**src/rtl/bcd_tally_pkg.sv**
```systemverilog
package bcd_tally_pkg;
  typedef logic [3:0] bcd_t;

  typedef enum logic [1:0] {
    ST_IDLE = 2'd0,
    ST_ARM  = 2'd1,
    ST_SCAN = 2'd2,
    ST_CLR  = 2'd3
  } seq_st_e;

  // Active-low bus value to a legal decimal digit (values above nine saturate).
  function automatic bcd_t bus_to_digit(input logic [3:0] raw_n);
    logic [3:0] v;
    v = ~raw_n;
    return (v > 4'd9) ? 4'd9 : v;
  endfunction
endpackage

```
**src/rtl/bcd_decade.sv**
```systemverilog
module bcd_decade
  import bcd_tally_pkg::*;
(
  input  bcd_t d_i,
  input  logic step_i,
  input  logic down_i,
  output bcd_t d_o,
  output logic ripple_o
);
  always_comb begin
    d_o      = d_i;
    ripple_o = 1'b0;
    if (step_i) begin
      if (down_i) begin
        if (d_i == 4'd0) begin
          d_o      = 4'd9;
          ripple_o = 1'b1;
        end else begin
          d_o = d_i - 4'd1;
        end
      end else begin
        if (d_i >= 4'd9) begin
          d_o      = 4'd0;
          ripple_o = 1'b1;
        end else begin
          d_o = d_i + 4'd1;
        end
      end
    end
  end
endmodule

```
**src/rtl/digit_scanner.sv**
```systemverilog
module digit_scanner #(
  parameter int NDIG = 4,
  parameter int DIVW = 8,
  localparam int IW  = $clog2(NDIG)
) (
  input  logic            clk,
  input  logic            rst_n,
  input  logic [DIVW-1:0] div_i,
  output logic            tick_o,
  output logic [IW-1:0]   idx_o,
  output logic [NDIG-1:0] strobe_o
);
  localparam logic [IW-1:0] LAST = IW'(NDIG - 1);

  logic [DIVW-1:0] pc_q;
  logic [IW-1:0]   idx_q;

  assign tick_o = (pc_q >= div_i);
  assign idx_o  = idx_q;

  always_ff @(posedge clk) begin
    if (!rst_n) begin
      pc_q  <= '0;
      idx_q <= '0;
    end else if (tick_o) begin
      pc_q  <= '0;
      idx_q <= (idx_q == LAST) ? '0 : idx_q + 1'b1;
    end else begin
      pc_q <= pc_q + 1'b1;
    end
  end

  for (genvar g = 0; g < NDIG; g++) begin : g_strobe
    assign strobe_o[g] = (idx_q == IW'(g));
  end
endmodule

```
**src/rtl/load_seq.sv**
```systemverilog
module load_seq
  import bcd_tally_pkg::*;
#(
  parameter int NDIG = 4,
  localparam int IW  = $clog2(NDIG)
) (
  input  logic            clk,
  input  logic            rst_n,
  input  logic            ld_cnt_i,
  input  logic            ld_reg_i,
  input  logic            clr_i,
  input  logic            evt_i,
  input  logic            tick_i,
  input  logic [IW-1:0]   idx_i,
  input  logic [3:0]      bus_n_i,
  output logic            busy_o,
  output logic            cnt_we_o,
  output logic            reg_we_o,
  output logic            clr_o,
  output logic            step_o,
  output logic [NDIG*4-1:0] load_val_o
);
  localparam logic [IW-1:0] LAST = IW'(NDIG - 1);

  seq_st_e    st_q, st_d;
  logic [1:0] tgt_q, tgt_d;   // bit 1: counter, bit 0: register
  logic       go_q, go_d;     // a D1 window has begun
  bcd_t       shadow_q [NDIG];

  assign busy_o = (st_q != ST_IDLE);

  always_comb begin
    st_d     = st_q;
    tgt_d    = tgt_q;
    go_d     = go_q;
    clr_o    = 1'b0;
    step_o   = 1'b0;
    cnt_we_o = 1'b0;
    reg_we_o = 1'b0;
    case (st_q)
      ST_IDLE: begin
        if (clr_i) begin
          clr_o = 1'b1;
          st_d  = ST_CLR;
        end else if (ld_cnt_i || ld_reg_i) begin
          st_d  = ST_ARM;
          tgt_d = {ld_cnt_i, ld_reg_i};
        end else begin
          step_o = evt_i;
        end
      end
      ST_ARM: begin
        tgt_d = tgt_q | {ld_cnt_i, ld_reg_i};
        if (!ld_cnt_i && !ld_reg_i) begin
          st_d = ST_SCAN;
          go_d = 1'b0;
        end
      end
      ST_SCAN: begin
        if (tick_i) begin
          if (go_q) begin
            if (idx_i == LAST) begin
              cnt_we_o = tgt_q[1];
              reg_we_o = tgt_q[0];
              st_d     = ST_IDLE;
            end
          end else if (idx_i == LAST) begin
            go_d = 1'b1;
          end
        end
      end
      ST_CLR: if (!clr_i) st_d = ST_IDLE;
      default: st_d = ST_IDLE;
    endcase
  end

  always_ff @(posedge clk) begin
    if (!rst_n) begin
      st_q  <= ST_IDLE;
      tgt_q <= 2'b00;
      go_q  <= 1'b0;
    end else begin
      st_q  <= st_d;
      tgt_q <= tgt_d;
      go_q  <= go_d;
    end
  end

  for (genvar g = 0; g < NDIG; g++) begin : g_shadow
    always_ff @(posedge clk) begin
      if (!rst_n) begin
        shadow_q[g] <= '0;
      end else if (st_q == ST_SCAN && tick_i && go_q && idx_i == IW'(g)) begin
        shadow_q[g] <= bus_to_digit(bus_n_i);
      end
    end
    if (g == NDIG - 1) begin : g_top
      assign load_val_o[g*4 +: 4] = bus_to_digit(bus_n_i);
    end else begin : g_low
      assign load_val_o[g*4 +: 4] = shadow_q[g];
    end
  end
endmodule

```
**src/rtl/bcd_tally_cmp.sv**
```systemverilog
module bcd_tally_cmp
  import bcd_tally_pkg::*;
#(
  parameter int NDIG = 4,
  parameter int DIVW = 8,
  localparam int IW  = $clog2(NDIG),
  localparam int VW  = NDIG * 4
) (
  input  logic            clk,
  input  logic            rst_n,
  input  logic [DIVW-1:0] scan_div,
  input  logic            cnt_evt,
  input  logic            cnt_down,
  input  logic            ld_cnt,
  input  logic            ld_reg,
  input  logic            zero_cmd,
  input  logic [3:0]      bcd_in_n,
  output logic [NDIG-1:0] strobe,
  output logic [3:0]      bcd_out,
  output logic            eq_flag,
  output logic            zero_flag,
  output logic            flags_valid
);
  logic          tick;
  logic [IW-1:0] idx;
  logic          busy, cnt_we, reg_we, clr, step;
  logic [VW-1:0] load_val, cnt_q, reg_q, cnt_nx;
  logic [NDIG:0] ripple;

  digit_scanner #(.NDIG(NDIG), .DIVW(DIVW)) u_scan (
    .clk(clk), .rst_n(rst_n), .div_i(scan_div),
    .tick_o(tick), .idx_o(idx), .strobe_o(strobe)
  );

  load_seq #(.NDIG(NDIG)) u_seq (
    .clk(clk), .rst_n(rst_n), .ld_cnt_i(ld_cnt), .ld_reg_i(ld_reg),
    .clr_i(zero_cmd), .evt_i(cnt_evt), .tick_i(tick), .idx_i(idx),
    .bus_n_i(bcd_in_n), .busy_o(busy), .cnt_we_o(cnt_we),
    .reg_we_o(reg_we), .clr_o(clr), .step_o(step), .load_val_o(load_val)
  );

  assign ripple[0] = step;
  for (genvar g = 0; g < NDIG; g++) begin : g_dec
    bcd_decade u_dec (
      .d_i(cnt_q[g*4 +: 4]), .step_i(ripple[g]), .down_i(cnt_down),
      .d_o(cnt_nx[g*4 +: 4]), .ripple_o(ripple[g+1])
    );
  end

  always_ff @(posedge clk) begin
    if (!rst_n)      cnt_q <= '0;
    else if (clr)    cnt_q <= '0;
    else if (cnt_we) cnt_q <= load_val;
    else if (step)   cnt_q <= cnt_nx;
  end

  always_ff @(posedge clk) begin
    if (!rst_n)      reg_q <= '0;
    else if (reg_we) reg_q <= load_val;
  end

  always_comb begin
    bcd_out = '0;
    for (int i = 0; i < NDIG; i++) begin
      if (idx == IW'(i)) bcd_out = cnt_q[i*4 +: 4];
    end
  end

  assign eq_flag     = (cnt_q == reg_q);
  assign zero_flag   = (cnt_q == '0);
  assign flags_valid = !busy;
endmodule

```
**config.mk**
```make
export PLATFORM = sky130hd
export DESIGN_NAME = bcd_tally_cmp
export DESIGN_NICKNAME = d
export VERILOG_FILES = /design/src/rtl/bcd_tally_pkg.sv /design/src/rtl/bcd_decade.sv /design/src/rtl/digit_scanner.sv /design/src/rtl/load_seq.sv /design/src/rtl/bcd_tally_cmp.sv
export SDC_FILE = /design/constraint.sdc
export NUM_CORES = 1
export LEC_CHECK = 0
export BUFFER_PORTS_ARGS = -buffer_cell sky130_fd_sc_hd__buf_2
export CAP_MARGIN = 25
export CORE_MARGIN = 2
export CORE_UTILIZATION = 60
export CTS_CLUSTER_SIZE = 40
export DETAILED_ROUTE_END_ITERATION = 10
export PLACE_DENSITY = 0.9
export SLEW_MARGIN = 10
export SYNTH_ARGS = -nofsm -noshare
export SYNTH_HDL_FRONTEND = slang
export SYNTH_SLANG_ARGS = --single-unit
```
**constraint.sdc**
```tcl
create_clock -name clk -period 4.25 [get_ports clk]
set_clock_uncertainty 0.1 [all_clocks]
set_input_delay 0.85 -clock clk [delete_from_list [all_inputs] [get_ports clk]]
set_output_delay 0.85 -clock clk [all_outputs]
set_load 0.05 [all_outputs]
```
==> results.md <==
- Placed Cells: 558
- Final core occ: 0.664
- Final Critical Period: 3.38 ns
- Clock Tree Buf Depth: 2
- Synth-to-Final Area Change: 7.04%
- # hold bufs at CTS: 0
- Vias/cell: 6.15
- Post_cts resized: 0
- Max VDD drop: 254 uV
- Min-delay worst type: reg2reg
- RR Endpoint: cnt_q[14]$_SDFFE_PP0P_
- Hold Crit Start: reg_q[15]$_SDFFE_PN0P_
- Final Non-Filler Cells: 574
- Sequential-to-total area share from yosys stat: 0.328
- Syn_nets: 527
- Period utilisation layout: 0.795
- DIE HEIGHT: 85.3 um
- RSZ-0062 raised after global routing: no
- Fmax: 296 MHz
- Ratio of cells with drive above 1 in the final layout: 0.115
- IO Pins: 30
- Initial DRC count: 281
- Synth cell types: 59
- Root Buffer: clkbuf_8
- Gate Count Post-Synth: 482
- Slew HR: 0.400
- YS warnings: 0
- Critical R2R Launch: u_scan.pc_q[0]$_SDFF_PP0_
- Detailed Routing Iterations Pass 1: 5
- Setup Viol. Count Final: 0
- Post-CTS Setup Repair Bufs: 0
- Clk Latency, worst-skew pair: 0.34 ns
- CP Cell Sequence: inv_1 > ha_1 > or3b_2 > nand2b_1 > nor4_1 > buf_2
- Setup TNS: 0 ns
- Power per cell area: 279 nW/um2
- Lkg Pwr: 1.71 nW
- Post-route ant nets: 0
- Netlist Area Pre-Place: 3960 um2
- Worst-path fanout max: 10
- FF+latch count, synth: 59
- HPWL after DPL: 6.74 mm
- Post-synth EDFFs: 12
- Clk slew on worst S/H paths: 0.07 ns
- Largest net degree at the start of global routing: 37
- Worst slew pin tran: 0.893 ns
- Vias in the first global route: 3324
- Total CTS buffers: 9
- DRC Markers: 0
- Top cells by area, synth: dfxtp_1, edfxtp_1, ha_1, nor2_1, a21oi_1
- Worst Hold Endpoint: reg_q[15]$_SDFFE_PN0P_
- CP Launch Type: register
- Total number of vias: 3532
- Dominant synthesized flop cell: dfxtp_1
- IO Port Bufs: 29
- Antenna violations before repair: 0
- Layout Nets: 537
- Hold Vio Cnt, Final: 0
- Die Wd: 85.3 um
- Async set-reset flop share out of synthesis: 0
- TritonCTS clock tree: done
- FF-to-FF setup slack: 1.45 ns
- Slowest CP cell: or3b_2
- WL per Instance: 16.0 um
- Worst-case reg-to-reg path depth: 8
- Syn_area_per_cell: 8.22 um2
- Die area: 7270 um2
- Clock sink total: 59
- Max-cap viol count: 0
- Top cell type by total area after synthesis: dfxtp_1
- ANT cells: 0
- Core area: 6390 um2
- Starting Density: 0.620
- WP data required: 3.30 ns
- GP Congestion: 0.867
- Fill cell count: 500
- Hold Path Depth: 2
- Outcome: finished, final reports clean
- Total congestion overflow: 0
- Delay of the slowest critical-path stage: 0.47 ns
- Crit path capture type: output pin
- H-tree Lvls: 3
- Cell row count: 29
- First-pass GRT wire length: 15.4 mm
- WP data arrival: 2.43 ns
- Final wirelength: 9.16 mm
- Final Hold Slack: 0.397 ns
- Slew Limit Fails: 0
- Critical path class: reg2out
- Synth top area share: 0.237
- GRT Overall Usage: 0.266
flip-flops by register name (all words and copies together) (netlist names):
name	cells
cnt_q	16
reg_q	16
u_scan.idx_o	2
u_scan.pc_q	8
u_seq.go_q	1
u_seq.shadow_q	12
u_seq.st_q	2
u_seq.tgt_q	2
cells by family (layout without fill, tap and decap cells):
| kind of cell | Yosys count | count (layout) | synth area share |
|---|---|---|---|
| AOI/OAI and AO/OA | 111 | 111 | 0.185 |
| xor gates and xnor gates | 24 | 24 | 0.0530 |
| adders and majority gates | 26 | 26 | 0.0821 |
| buffers and inverters | 58 | 73 | 0.0641 |
| DFF | 59 | 59 | 0.328 |
| muxes | 18 | 18 | 0.0496 |
| and+or+nand+nor | 186 | 186 | 0.237 |
worst max-delay path by stage:
stage,start,to,depth (start not counted)
final,cnt_q[4]$_SDFFE_PP0P_,zero_flag,6
after floorplan,cnt_q[4]$_SDFFE_PP0P_,zero_flag,6
after global routing,cnt_q[4]$_SDFFE_PP0P_,zero_flag,6
after detailed placement,scan_div[0],cnt_q[14]$_SDFFE_PP0P_,8
after CTS,cnt_q[4]$_SDFFE_PP0P_,zero_flag,6
after global placement,scan_div[0],cnt_q[10]$_SDFFE_PP0P_,8
Yosys cell counts (7+ instances only):
cell type / n
a21oi_1: 36
a31oi_1: 7
clkbuf_1: 18
dfxtp_1: 47
edfxtp_1: 12
ha_1: 26
inv_1: 27
mux2i_1: 17
nand2_1: 44
nand2b_1: 10
nand3_1: 15
nand4_1: 7
nor2_1: 49
nor2b_1: 25
o21ai_0: 20
xnor2_1: 19
critical path: cells and delay by family (launching register included):
kind,cells,cell delay [ns]
fa+ha+maj,1,0.27
buf+inv,2,0.46
simple gates,3,0.92
flops,1,0.44
layer usage:
metal	GRT usage	routed length (um)	vias up
met5	0	0	-
met4	0.111	252	0
met3	0.0652	536	24
met2	0.420	4300	128
met1	0.348	4070	1671
li1	-	-	1709
power by group:
part	internal (W)	switching, W
Clock	0.000258	0.000215
Combinational	0.0000416	0.0000708
Sequential	0.000582	0.0000160
cells in the final DEF, fill, tap and decap left out, drive strengths merged, types with 3 or more instances in the layout:
cell type	instances
a21oi	37
a31oi	7
a32oi	3
and2	3
and3	7
and4b	3
buf	30
clkbuf	14
dfxtp	47
edfxtp	12
ha	26
inv	27
mux2i	17
nand2	44
nand2b	10
nand3	15
nand3b	4
nand4	7
nor2	49
nor2b	25
nor3	6
o211ai	3
o21a	4
o21ai	20
o22ai	6
o2bb2ai	3
o31ai	6
or3	4
or3b	4
xnor2	19
xor2	5
final cells by class:
class                           count  area (um2)  share of cell area
Clock buffer                       14         173              0.0407
Clock inverter                      2        10.0             0.00236
Inverter                           27         101              0.0239
Multi-Input combinational cell    365        2410               0.568
Sequential cell                    59        1300               0.307
Tap cell                           77        96.3              0.0227
Timing Repair Buffer               30         153              0.0360
stage by stage:
step | setup slack (ns) | instance area [um2] | power (W)
global route | 0.783 | 4240 | 0.00123
floorplan | 0.368 | 3960 | 0.000690
detailed placement | 1.01 | 4060 | 0.000721
finish | 0.870 | 4240 | 0.00118
global placement | 1.11 | 4060 | 0.000716
CTS | 0.890 | 4240 | 0.00119
Note: power is estimated with default switching activity, not from simulation.
